===== config.mk =====
export PLATFORM = sky130hd
export DESIGN_NAME = padded_vigenere_enc
export DESIGN_NICKNAME = d
export VERILOG_FILES = /design/src/rtl/vig_pkg.sv /design/src/rtl/vig_key_store.sv /design/src/rtl/vig_lfsr.sv /design/src/rtl/vig_diffuse.sv /design/src/rtl/padded_vigenere_enc.sv
export SDC_FILE = /design/constraint.sdc
export NUM_CORES = 1
export LEC_CHECK = 0
export BUFFER_PORTS_ARGS = -buffer_cell sky130_fd_sc_hd__buf_2
export CORE_MARGIN = 10
export CORE_UTILIZATION = 55
export CTS_CLUSTER_SIZE = 25
export DETAILED_ROUTE_END_ITERATION = 6
export GPL_TIMING_DRIVEN = 0
export PLACE_DENSITY = 0.73
export SLEW_MARGIN = 30
export SYNTH_ARGS = -nofsm -noshare
export SYNTH_HDL_FRONTEND = slang
export SYNTH_HIERARCHICAL = 1
export SYNTH_SLANG_ARGS = --single-unit

===== constraint.sdc =====
create_clock -name clk -period 11.25 [get_ports clk]
set_input_delay 1.125 -clock clk [delete_from_list [all_inputs] [get_ports clk]]
set_output_delay 1.125 -clock clk [all_outputs]
set_load 0.005 [all_outputs]

===== src/rtl/vig_pkg.sv =====
package vig_pkg;

  localparam int WORD_W = 16;
  localparam int BYTE_W = 8;
  localparam int SEL_W  = 3;

  // Message-position mask per selector; bit 15 is the first byte's MSB.
  function automatic logic [WORD_W-1:0] pad_mask(input logic [SEL_W-1:0] sel);
    logic [WORD_W-1:0] m;
    case (sel)
      3'd0:    m = 16'h7F80;
      3'd1:    m = 16'h7BC0;
      3'd2:    m = 16'hBBA0;
      3'd3:    m = 16'h6DB0;
      3'd4:    m = 16'hD558;
      3'd5:    m = 16'h6AAC;
      3'd6:    m = 16'hAAAA;
      default: m = 16'h5555;
    endcase
    return m;
  endfunction

endpackage


===== src/rtl/vig_key_store.sv =====
module vig_key_store #(
  parameter int KEY_MAX = 16,
  parameter int CHAR_W  = 8,
  localparam int IDX_W  = $clog2(KEY_MAX),
  localparam int LEN_W  = $clog2(KEY_MAX + 1)
) (
  input  logic              clk,
  input  logic              rst,
  input  logic              wr_en,
  input  logic [IDX_W-1:0]  wr_addr,
  input  logic [CHAR_W-1:0] wr_data,
  input  logic              restart,
  input  logic [LEN_W-1:0]  len_in,
  input  logic              step,
  output logic [CHAR_W-1:0] cur_key
);

  logic [CHAR_W-1:0] mem [KEY_MAX];
  logic [IDX_W-1:0]  ptr_q;
  logic [LEN_W-1:0]  len_q;
  logic [LEN_W-1:0]  len_eff;

  assign len_eff = (len_in == '0) ? LEN_W'(1) : len_in;

  always_ff @(posedge clk) begin
    if (wr_en) mem[wr_addr] <= wr_data;
  end

  always_ff @(posedge clk) begin
    if (rst) begin
      ptr_q <= '0;
      len_q <= LEN_W'(1);
    end else if (restart) begin
      ptr_q <= '0;
      len_q <= len_eff;
    end else if (step) begin
      if (LEN_W'(ptr_q) + LEN_W'(1) >= len_q) ptr_q <= '0;
      else                                     ptr_q <= ptr_q + IDX_W'(1);
    end
  end

  assign cur_key = mem[ptr_q];


  ptr_in_range_chk: assert property (@(posedge clk) disable iff (rst)
    LEN_W'(ptr_q) < len_q);


  restart_ptr_zero_chk: assert property (@(posedge clk) disable iff (rst)
    restart |=> ptr_q == '0);

endmodule


===== src/rtl/vig_lfsr.sv =====
module vig_lfsr #(
  parameter int          LFSR_W = 16,
  parameter logic [15:0] SEED   = 16'hACE1
) (
  input  logic              clk,
  input  logic              rst,
  input  logic              reseed,
  input  logic              adv,
  output logic [LFSR_W-1:0] state
);

  logic [LFSR_W-1:0] s_q;
  logic              fb;

  assign fb = s_q[15] ^ s_q[13] ^ s_q[12] ^ s_q[10];

  always_ff @(posedge clk) begin
    if (rst || reseed) s_q <= LFSR_W'(SEED);
    else if (adv)      s_q <= {s_q[LFSR_W-2:0], fb};
  end

  assign state = s_q;


  lfsr_nonzero_chk: assert property (@(posedge clk) disable iff (rst)
    s_q != '0);


  lfsr_hold_chk: assert property (@(posedge clk) disable iff (rst)
    (!adv && !reseed) |=> $stable(s_q));

endmodule


===== src/rtl/vig_diffuse.sv =====
module vig_diffuse
  import vig_pkg::*;
(
  input  logic [BYTE_W-1:0] cipher,
  input  logic [SEL_W-1:0]  sel,
  input  logic [WORD_W-1:0] rnd,
  output logic [WORD_W-1:0] word
);

  logic [WORD_W-1:0] mask;

  assign mask = pad_mask(sel);

  always_comb begin
    int mi;
    mi   = BYTE_W - 1;
    word = '0;
    for (int b = WORD_W - 1; b >= 0; b--) begin
      if (mask[b]) begin
        word[b] = cipher[mi[2:0]];
        mi      = mi - 1;
      end else begin
        word[b] = rnd[b];
      end
    end
  end

endmodule


===== src/rtl/padded_vigenere_enc.sv =====
module padded_vigenere_enc
  import vig_pkg::*;
#(
  parameter int          KEY_MAX = 16,
  parameter int          ALPHA   = 26,
  parameter logic [15:0] SEED    = 16'hACE1,
  localparam int IDX_W = $clog2(KEY_MAX),
  localparam int LEN_W = $clog2(KEY_MAX + 1)
) (
  input  logic              clk,
  input  logic              rst,
  input  logic              start,
  input  logic              key_we,
  input  logic [IDX_W-1:0]  key_addr,
  input  logic [BYTE_W-1:0] key_char,
  input  logic [LEN_W-1:0]  key_len,
  input  logic              in_valid,
  output logic              in_ready,
  input  logic [BYTE_W-1:0] in_char,
  output logic              out_valid,
  input  logic              out_ready,
  output logic [WORD_W-1:0] out_word
);

  logic              running_q;
  logic              acc;
  logic [BYTE_W-1:0] cur_key;
  logic [BYTE_W:0]   sum;
  logic [BYTE_W-1:0] cipher;
  logic [WORD_W-1:0] rnd;
  logic [WORD_W-1:0] word_d;

  assign in_ready = running_q && !start && (!out_valid || out_ready);
  assign acc      = in_valid && in_ready;

  always_ff @(posedge clk) begin
    if (rst)        running_q <= 1'b0;
    else if (start) running_q <= 1'b1;
  end

  vig_key_store #(.KEY_MAX(KEY_MAX), .CHAR_W(BYTE_W)) u_keys (
    .clk     (clk),
    .rst     (rst),
    .wr_en   (key_we),
    .wr_addr (key_addr),
    .wr_data (key_char),
    .restart (start),
    .len_in  (key_len),
    .step    (acc),
    .cur_key (cur_key)
  );

  vig_lfsr #(.LFSR_W(WORD_W), .SEED(SEED)) u_rng (
    .clk    (clk),
    .rst    (rst),
    .reseed (start),
    .adv    (acc),
    .state  (rnd)
  );

  assign sum    = {1'b0, in_char} + {1'b0, cur_key};
  assign cipher = (sum >= (BYTE_W+1)'(ALPHA)) ? BYTE_W'(sum - (BYTE_W+1)'(ALPHA))
                                              : BYTE_W'(sum);

  vig_diffuse u_mix (
    .cipher (cipher),
    .sel    (cur_key[SEL_W-1:0]),
    .rnd    (rnd),
    .word   (word_d)
  );

  always_ff @(posedge clk) begin
    if (rst) begin
      out_valid <= 1'b0;
      out_word  <= '0;
    end else if (acc) begin
      out_valid <= 1'b1;
      out_word  <= word_d;
    end else if (out_ready) begin
      out_valid <= 1'b0;
    end
  end


  idle_no_ready_chk: assert property (@(posedge clk) disable iff (rst)
    !running_q |-> !in_ready);


  cipher_range_chk: assert property (@(posedge clk) disable iff (rst)
    (acc && in_char < BYTE_W'(ALPHA) && cur_key < BYTE_W'(ALPHA)) |-> cipher < BYTE_W'(ALPHA));


  one_cycle_latency_chk: assert property (@(posedge clk) disable iff (rst)
    acc |=> out_valid);


  stall_blocks_input_chk: assert property (@(posedge clk) disable iff (rst)
    (out_valid && !out_ready) |-> !in_ready);


  stall_holds_word_chk: assert property (@(posedge clk) disable iff (rst)
    (out_valid && !out_ready) |=> (out_valid && $stable(out_word)));


  drain_clears_valid_chk: assert property (@(posedge clk) disable iff (rst)
    (out_valid && out_ready && !acc) |=> !out_valid);

endmodule


# Word level (Yosys, flattened, before mapping)
# Memory sizes are Yosys's and may differ from the RTL's. A register that Yosys moved wholly into a read port is not among the register bits.
# Index checks and enable logic that the tools add are counted.
classes:
  n_mux: 71
  reduce_logical: 11
  bitwise_logic: 3
  addsub: 18
  magnitude_cmp: 17
  eq_ne: 6
ops:
  columns: ["cell", "n"]
  rows:
  - ["16-bit case mux with 7 select lines", 1]
  - ["3-bit by 4-bit less-than comparator with 1-bit output, second input constant", 15]
  - ["1-bit binary-select mux with 3-bit select", 15]
  - ["3-bit 2-to-1 mux", 14]
  - ["3-bit by 2-bit subtractor with 3-bit output, second input constant", 13]
  - ["1-bit 2-to-1 mux", 36]
  - ["4-bit 2-to-1 mux", 3]
  - ["8-bit by 8-bit adder with 9-bit output", 1]
  - ["3-bit == test, second input constant", 3]
  - ["9-bit by 5-bit >= comparator with 1-bit output, second input constant", 1]
  - ["8-bit 2-to-1 mux", 1]
  - ["8-bit by 5-bit subtractor with 8-bit output, second input constant", 1]
  - ["3-bit by 2-bit == test with 1-bit output, second input constant", 2]
  - ["4-bit by 1-bit adder with 5-bit output, second input constant", 1]
  - ["5-bit >= comparator", 1]
  - ["5-bit zero test", 1]
  - ["5-bit 2-to-1 mux", 1]
  - ["4-bit by 1-bit adder with 4-bit output, second input constant", 1]
  - ["3-bit by 1-bit == test with 1-bit output, second input constant", 1]
  - ["1-bit logical AND", 3]
  - ["3-bit zero test", 1]
  - ["3-bit by 1-bit subtractor with 3-bit output, second input constant", 1]
  - ["1-bit XOR", 3]
  - ["1-bit zero test", 2]
  - ["3 further kinds", 4]
totals:
  ramBits: 128
  elab_cells: 133
  inputBits: 31
  reg_bits: 43
  n_memories: 1
  out_inout_bits: 18
memory_table:
  columns: ["memory", "depth", "width", "read_ports", "rd_ports_with_merged_regs", "wr", "line", "text"]
  rows:
  - ["u_keys.mem", 16, 8, 1, 1, 1, "vig_key_store.sv:18", "logic [CHAR_W-1:0] mem [KEY_MAX];"]

# Longest topological paths before layout
logic_depth:
  word_depth: 34
  mapped_depth: 51
  mapped_depth_nobuf: 42

# Modules after synthesis
# The synthesis kept the hierarchy.
modules_own_cells:
  columns: ["mod", "seq_area_each_um2", "area_each_um2", "instances", "cells_each"]
  rows:
  - ["vig_key_store", 4103.9, 5584.1, 1, 283]
  - ["vig_diffuse", 0.0, 3072.9, 1, 436]
  - ["padded_vigenere_enc", 360.3, 1252.5, 1, 158]
  - ["vig_lfsr", 320.3, 630.6, 1, 56]

# Least setup slack after synthesis
# OpenSTA, ideal clock, no wires.
synth_timing:
  path_kind: "reg-to-reg"
  startpoint: "register (tool-made name)"
  endpoint: "register out_word[0]"
  setup_time_ps: 132
  n_path_buf: 10
  t_arrival_ps: 9679
  required_ps: 11118
  slack_ps: 1439
  stages_incl_launch_ff: 50
  period_less_slack_ps: 9811
  path_cell_list: "dfxtp_1 > buf_6 > buf_6 > mux4_1 > a22oi_1 > nand2_1 > buf_2 > buf_2 > buf_2 > buf_1 > clkbuf_1 > nor2_1 > inv_1 > ha_1 > clkbuf_1 > clkbuf_1 > buf_1 > xor2_1 > [... 14 more ...] > mux2_2 > ha_1 > mux2i_1 > o2bb2ai_1 > nand2_1 > nand2_1 > ha_1 > mux2_2 > ha_1 > mux2i_1 > a21oi_1 > a211oi_1 > nand2_1 > or4_1 > nand4_1 > o21ai_1 > nand2_1 > a21oi_1"
synth_lines:
  columns: ["element", "line", "text"]
  rows:
  - ["to (signal assigned)", "padded_vigenere_enc.sv:78", "out_word <= word_d;"]
  - ["to (decl)", "padded_vigenere_enc.sv:22", "output logic [WORD_W-1:0] out_word"]

==> impl.org <==
** Cells and area
- Count of placed standard cells in the final layout, fillers left out :: 1243
- Share of post-route cells with drive strength above 1 :: 19.2%
- Synthesis-to-layout area growth :: 11.3%
- At the end of the flow, the number of nets in the layout was 1057.
- After routing the design area is 11700 sq um.
- Diode insertion count for antenna repair :: 0

** Min path
- Capture endpoint of the worst hold path :: out_word[9]
- The startpoint identified for the worst hold timing path is out_word[9].
- The tightest min-delay check is of the reg -> reg type.
- Counting instances, the worst hold path has a depth of 2.

** Timing
- Setup slack closes at 494 ps.
- Setup violations remaining at the end of the flow were counted as 0.
- The smallest clock period supported by the final layout is computed as 10760 ps.
- Period Utilization, post-route :: 95.6%
- In the final timing run, aggregate negative setup slack is 0 ps.
- In this run the tightest slew margin relative to its limit is 35.5%.
- At the pin with the least slew margin, the transition time is 961 ps.
- Smallest hold slack :: 457 ps
- RSZ-0062 raised after global routing :: false
- Number of pins exceeding their max-slew limit in the final report :: 0
- The clock arrives with 12.7 ps of skew.
- Highest achievable clock rate :: 93.0 MHz
- The number of hold violations in the final report is 0.

** Pwr
- Static Leakage :: 4.20 nW
- P per Cell Area :: 139 nW/um^2
- The worst-case IR drop observed on VDD is 0.167 mV.

** Clock tree
- In this run, post-CTS hold repair placed 0 buffers.
- Maximum clock path buffer count :: 2
- TritonCTS created 17 clock buffers.
- Clock transition time at the flip-flop clock pins of the worst setup and hold paths :: 70 ps
- Clock tree from TritonCTS :: built
- The H-tree generated during clock tree synthesis spans 4 levels.
- Clock latency on the worst-skew pair, taken at its later pin, is 430 ps.
- The tree is rooted in a sky130_fd_sc_hd__clkbuf_16.
- Number of sinks driven by the clock tree :: 175
- Once the clock tree was built, the setup fixing pass inserted 0 buffers.

** Synth
- The average instance in the mapped netlist occupies 11.3 sq um.
- Post-synth EDFFs :: 128
- The number of different library cells used by synthesis comes to 94.
- The Yosys step of the flow raised 6 warnings.
- Syn Nets :: 994
- Share of flip-flops with an asynchronous set or reset after synthesis :: 0%
- Total of flip-flops plus latches after synthesis :: 175
- Synthesis handed over a netlist of 933 instances.
- Summed instance area of the synthesized netlist :: 10500 sq um
- For this run, the leading register cell type out of synthesis is sky130_fd_sc_hd__edfxtp_1.
- Sequential-to-total area share from yosys stat :: 45.4%

** Die
- The die covers 25100 sq um.
- Top-Level Pins :: 49
- In this run the vertical extent of the chip is 158 microns.
- In this run the core area contains 50 standard-cell rows.
- Initial standard-cell utilization of the core :: 56.2%
- The die is 158 microns wide.
- The total area inside the core boundary comes to 18800 sq um.

** Setup path
- Critical path type :: reg -> reg
- Startpoint type of the worst setup path :: flop
- Slowest stage delay, CP :: 640 ps
- On the critical path, the stage with the largest delay is an instance of sky130_fd_sc_hd__mux4_1.
- The number of cells on the worst reg-to-reg path is 47.
- Required time reported for the critical path endpoint :: 11560 ps
- STA classifies the critical path endpoint as a flop.
- The setup check on the worst reg-to-reg path leaves a slack of 490 ps.
- Largest fanout on the critical path :: 19
- Among the stages of the critical path, the cell type that occurs most often is sky130_fd_sc_hd__ha_1.
- The worst register-to-register path ends at out_word[0].
- Worst EP arrival :: 11060 ps

** Route
- In the routed layout, each cell is associated on average with a via count of 6.49.
- For this run, the detailed router's first-pass iteration total came to 6.
- Residual antenna-violating net count after detailed routing :: 0
- Via total after detailed routing :: 8070
- After detailed routing, the number of remaining DRC violations is 0.
- After the first detailed-routing iteration, the DRC count stood at 711.
- Total wire length :: 27200 microns
- Avg WL per Cell :: 21.9 microns

** Place
- Post-detail-place hpwl :: 19600 microns
- Prior to clock tree synthesis, the placed netlist has a worst setup slack of -670 ps.
- Instance area after placement :: 11100 sq um
- IO buf count :: 48
- At the end of routability-driven placement, the weighted congestion stood at 1.00.
- Post-placement cell count :: 1215

** GRT
- The number of antenna violations at the first check in global routing was 0.
- Global-route usage over all layers :: 22.1%
- Global route overflow :: 0
- The first global-routing pass estimated 43000 microns of wire.
- The via count of the first global-routing pass came to 7742.
- Entering global routing, the biggest net connects 20 pins.

** Flow run
- MaxCap Viol Count :: 0

** Outcome
- Outcome :: finished clean
metrics by stage:
step	util (%)	power, mW
CTS	62.5	1.64
detailed placement	59.1	1.05
finish	62.5	1.63
global placement	59.0	1.04
global route	62.5	1.70
floorplan	-	0.961
cells in the mapped netlist (6+ instances only):
| master | number | area (sq um) |
|---|---|---|
| sky130_fd_sc_hd__nor2b_1 | 13 | 81.3 |
| sky130_fd_sc_hd__a21oi_1 | 44 | 220 |
| sky130_fd_sc_hd__mux2i_1 | 46 | 460 |
| sky130_fd_sc_hd__o22ai_1 | 9 | 56.3 |
| sky130_fd_sc_hd__clkbuf_1 | 25 | 93.8 |
| sky130_fd_sc_hd__edfxtp_1 | 128 | 3840 |
| sky130_fd_sc_hd__inv_1 | 19 | 71.3 |
| sky130_fd_sc_hd__o211ai_1 | 11 | 82.6 |
| sky130_fd_sc_hd__mux4_2 | 29 | 653 |
| sky130_fd_sc_hd__buf_1 | 7 | 26.3 |
| sky130_fd_sc_hd__buf_6 | 7 | 78.8 |
| sky130_fd_sc_hd__ha_1 | 29 | 363 |
| sky130_fd_sc_hd__dfxtp_1 | 47 | 941 |
| sky130_fd_sc_hd__mux2_2 | 11 | 124 |
| sky130_fd_sc_hd__buf_2 | 17 | 85.1 |
| sky130_fd_sc_hd__a211oi_1 | 9 | 67.6 |
| sky130_fd_sc_hd__nor4_1 | 6 | 37.5 |
| sky130_fd_sc_hd__xor2_1 | 7 | 61.3 |
| sky130_fd_sc_hd__nand2b_1 | 19 | 119 |
| sky130_fd_sc_hd__xnor2_1 | 16 | 140 |
| sky130_fd_sc_hd__nand2_1 | 101 | 379 |
| sky130_fd_sc_hd__a31oi_1 | 11 | 68.8 |
| sky130_fd_sc_hd__nand3_1 | 20 | 100 |
| sky130_fd_sc_hd__a211o_1 | 7 | 61.3 |
| sky130_fd_sc_hd__a21o_1 | 8 | 60.1 |
| sky130_fd_sc_hd__nor3_1 | 14 | 70.1 |
| sky130_fd_sc_hd__and2_1 | 6 | 37.5 |
| sky130_fd_sc_hd__mux4_1 | 18 | 473 |
| sky130_fd_sc_hd__a22oi_1 | 21 | 158 |
| sky130_fd_sc_hd__nor2_1 | 73 | 274 |
| sky130_fd_sc_hd__o21ai_0 | 33 | 165 |
kinds of logic (layout without fill, tap and decap cells):
| kind of cell | count (synthesis) | after routing | share of synthesized area [%] |
|---|---|---|---|
| AND/OR/NAND/NOR | 298 | 298 | 13.7 |
| AO/OA/AOI/OAI | 212 | 212 | 14.0 |
| flip-flops | 175 | 175 | 45.4 |
| multiplexers | 105 | 105 | 16.3 |
| buffers and inverters | 85 | 161 | 4.20 |
| adder cells (fa/ha/maj) | 30 | 30 | 3.63 |
| XOR/XNOR | 28 | 28 | 2.79 |
cell usage in the layout, fill, tap and decap left out, types with 7 or more instances in the layout:
cell                        count
sky130_fd_sc_hd__ha_1          28
sky130_fd_sc_hd__xnor2_1       16
sky130_fd_sc_hd__nor3_1         9
sky130_fd_sc_hd__a21o_1         8
sky130_fd_sc_hd__a22oi_1       21
sky130_fd_sc_hd__mux4_1        18
sky130_fd_sc_hd__nand2_1      100
sky130_fd_sc_hd__a21oi_1       44
sky130_fd_sc_hd__a211o_1        7
sky130_fd_sc_hd__nor2_1        70
sky130_fd_sc_hd__buf_2         66
sky130_fd_sc_hd__nor2b_1       13
sky130_fd_sc_hd__mux2i_1       46
sky130_fd_sc_hd__a211oi_1       8
sky130_fd_sc_hd__mux2_2        11
sky130_fd_sc_hd__clkbuf_16     17
sky130_fd_sc_hd__clkbuf_1      20
sky130_fd_sc_hd__edfxtp_1     128
sky130_fd_sc_hd__buf_6          7
sky130_fd_sc_hd__o22ai_1        9
sky130_fd_sc_hd__a31oi_1       11
sky130_fd_sc_hd__xor2_1         7
sky130_fd_sc_hd__inv_1         19
sky130_fd_sc_hd__o21ai_0       33
sky130_fd_sc_hd__nand2b_1      19
sky130_fd_sc_hd__dfxtp_1       47
sky130_fd_sc_hd__o211ai_1      11
sky130_fd_sc_hd__nand3_1       20
sky130_fd_sc_hd__mux4_2        29
sequential cells by signal, indices dropped and copies added, names as in the netlist, named ones only:
name	flops
u_keys/len_q	5
out_word	16
u_rng/state	16
u_keys/mem	128
out_valid	1
u_keys/ptr_q	4
running_q	1
report_power, final:
group	internal, mW	leakage [nW]	switching [mW]
Combinational	0.137	2.37	0.197
Clock	0.321	0.291	0.269
Sequential	0.705	1.54	0.00480
worst max-delay path: cells and delay by family (launching register included):
family,cells,cell delay [ps]
adder cells (fa/ha/maj),9,2700
buffers and inverters,9,2070
multiplexers,6,1800
AO/OA/AOI/OAI,10,1760
AND/OR/NAND/NOR,12,1680
flip-flops,1,320
XOR/XNOR,1,290
area by class of cell:
cell class,instances,area (sq um)
tap,234,293
buffer,60,354
timing repair buffer,48,240
inverter,21,78.8
sequential,175,4780
clock buffer,17,425
fill,1493,7040
multi-input combinational,673,5360
clock inverter,15,191
repair_timing:
action / 4_1_cts / 5_1_grt
endpoints found under the setup margin: 5 / 6
pin swaps: 0 / 1
endpoints found under the hold margin: 0 / 0
resized for setup: 6 / 7
worst max-delay path by stage:
stage / startpoint / end / slack (ps)
floorplan: flop / out_word[0] / 1440
global placement: flop / out_word[1] / -600
detailed placement: flop / out_word[1] / -670
CTS: flop / out_word[1] / 7
global route: flop / out_word[0] / 20
finish: flop / out_word[0] / 490
per-layer routing:
layer | vias to the layer above | track usage (%) | wire length [microns] | part of all wire [%]
met5 | - | 0 | 0 | 0
met4 | 0 | 6.88 | 566 | 2.1
met3 | 51 | 4.18 | 2140 | 7.9
met2 | 371 | 36.4 | 13100 | 48
met1 | 3927 | 29.0 | 11400 | 42
li1 | 3721 | - | - | -
(Power assumes the default switching activity.)
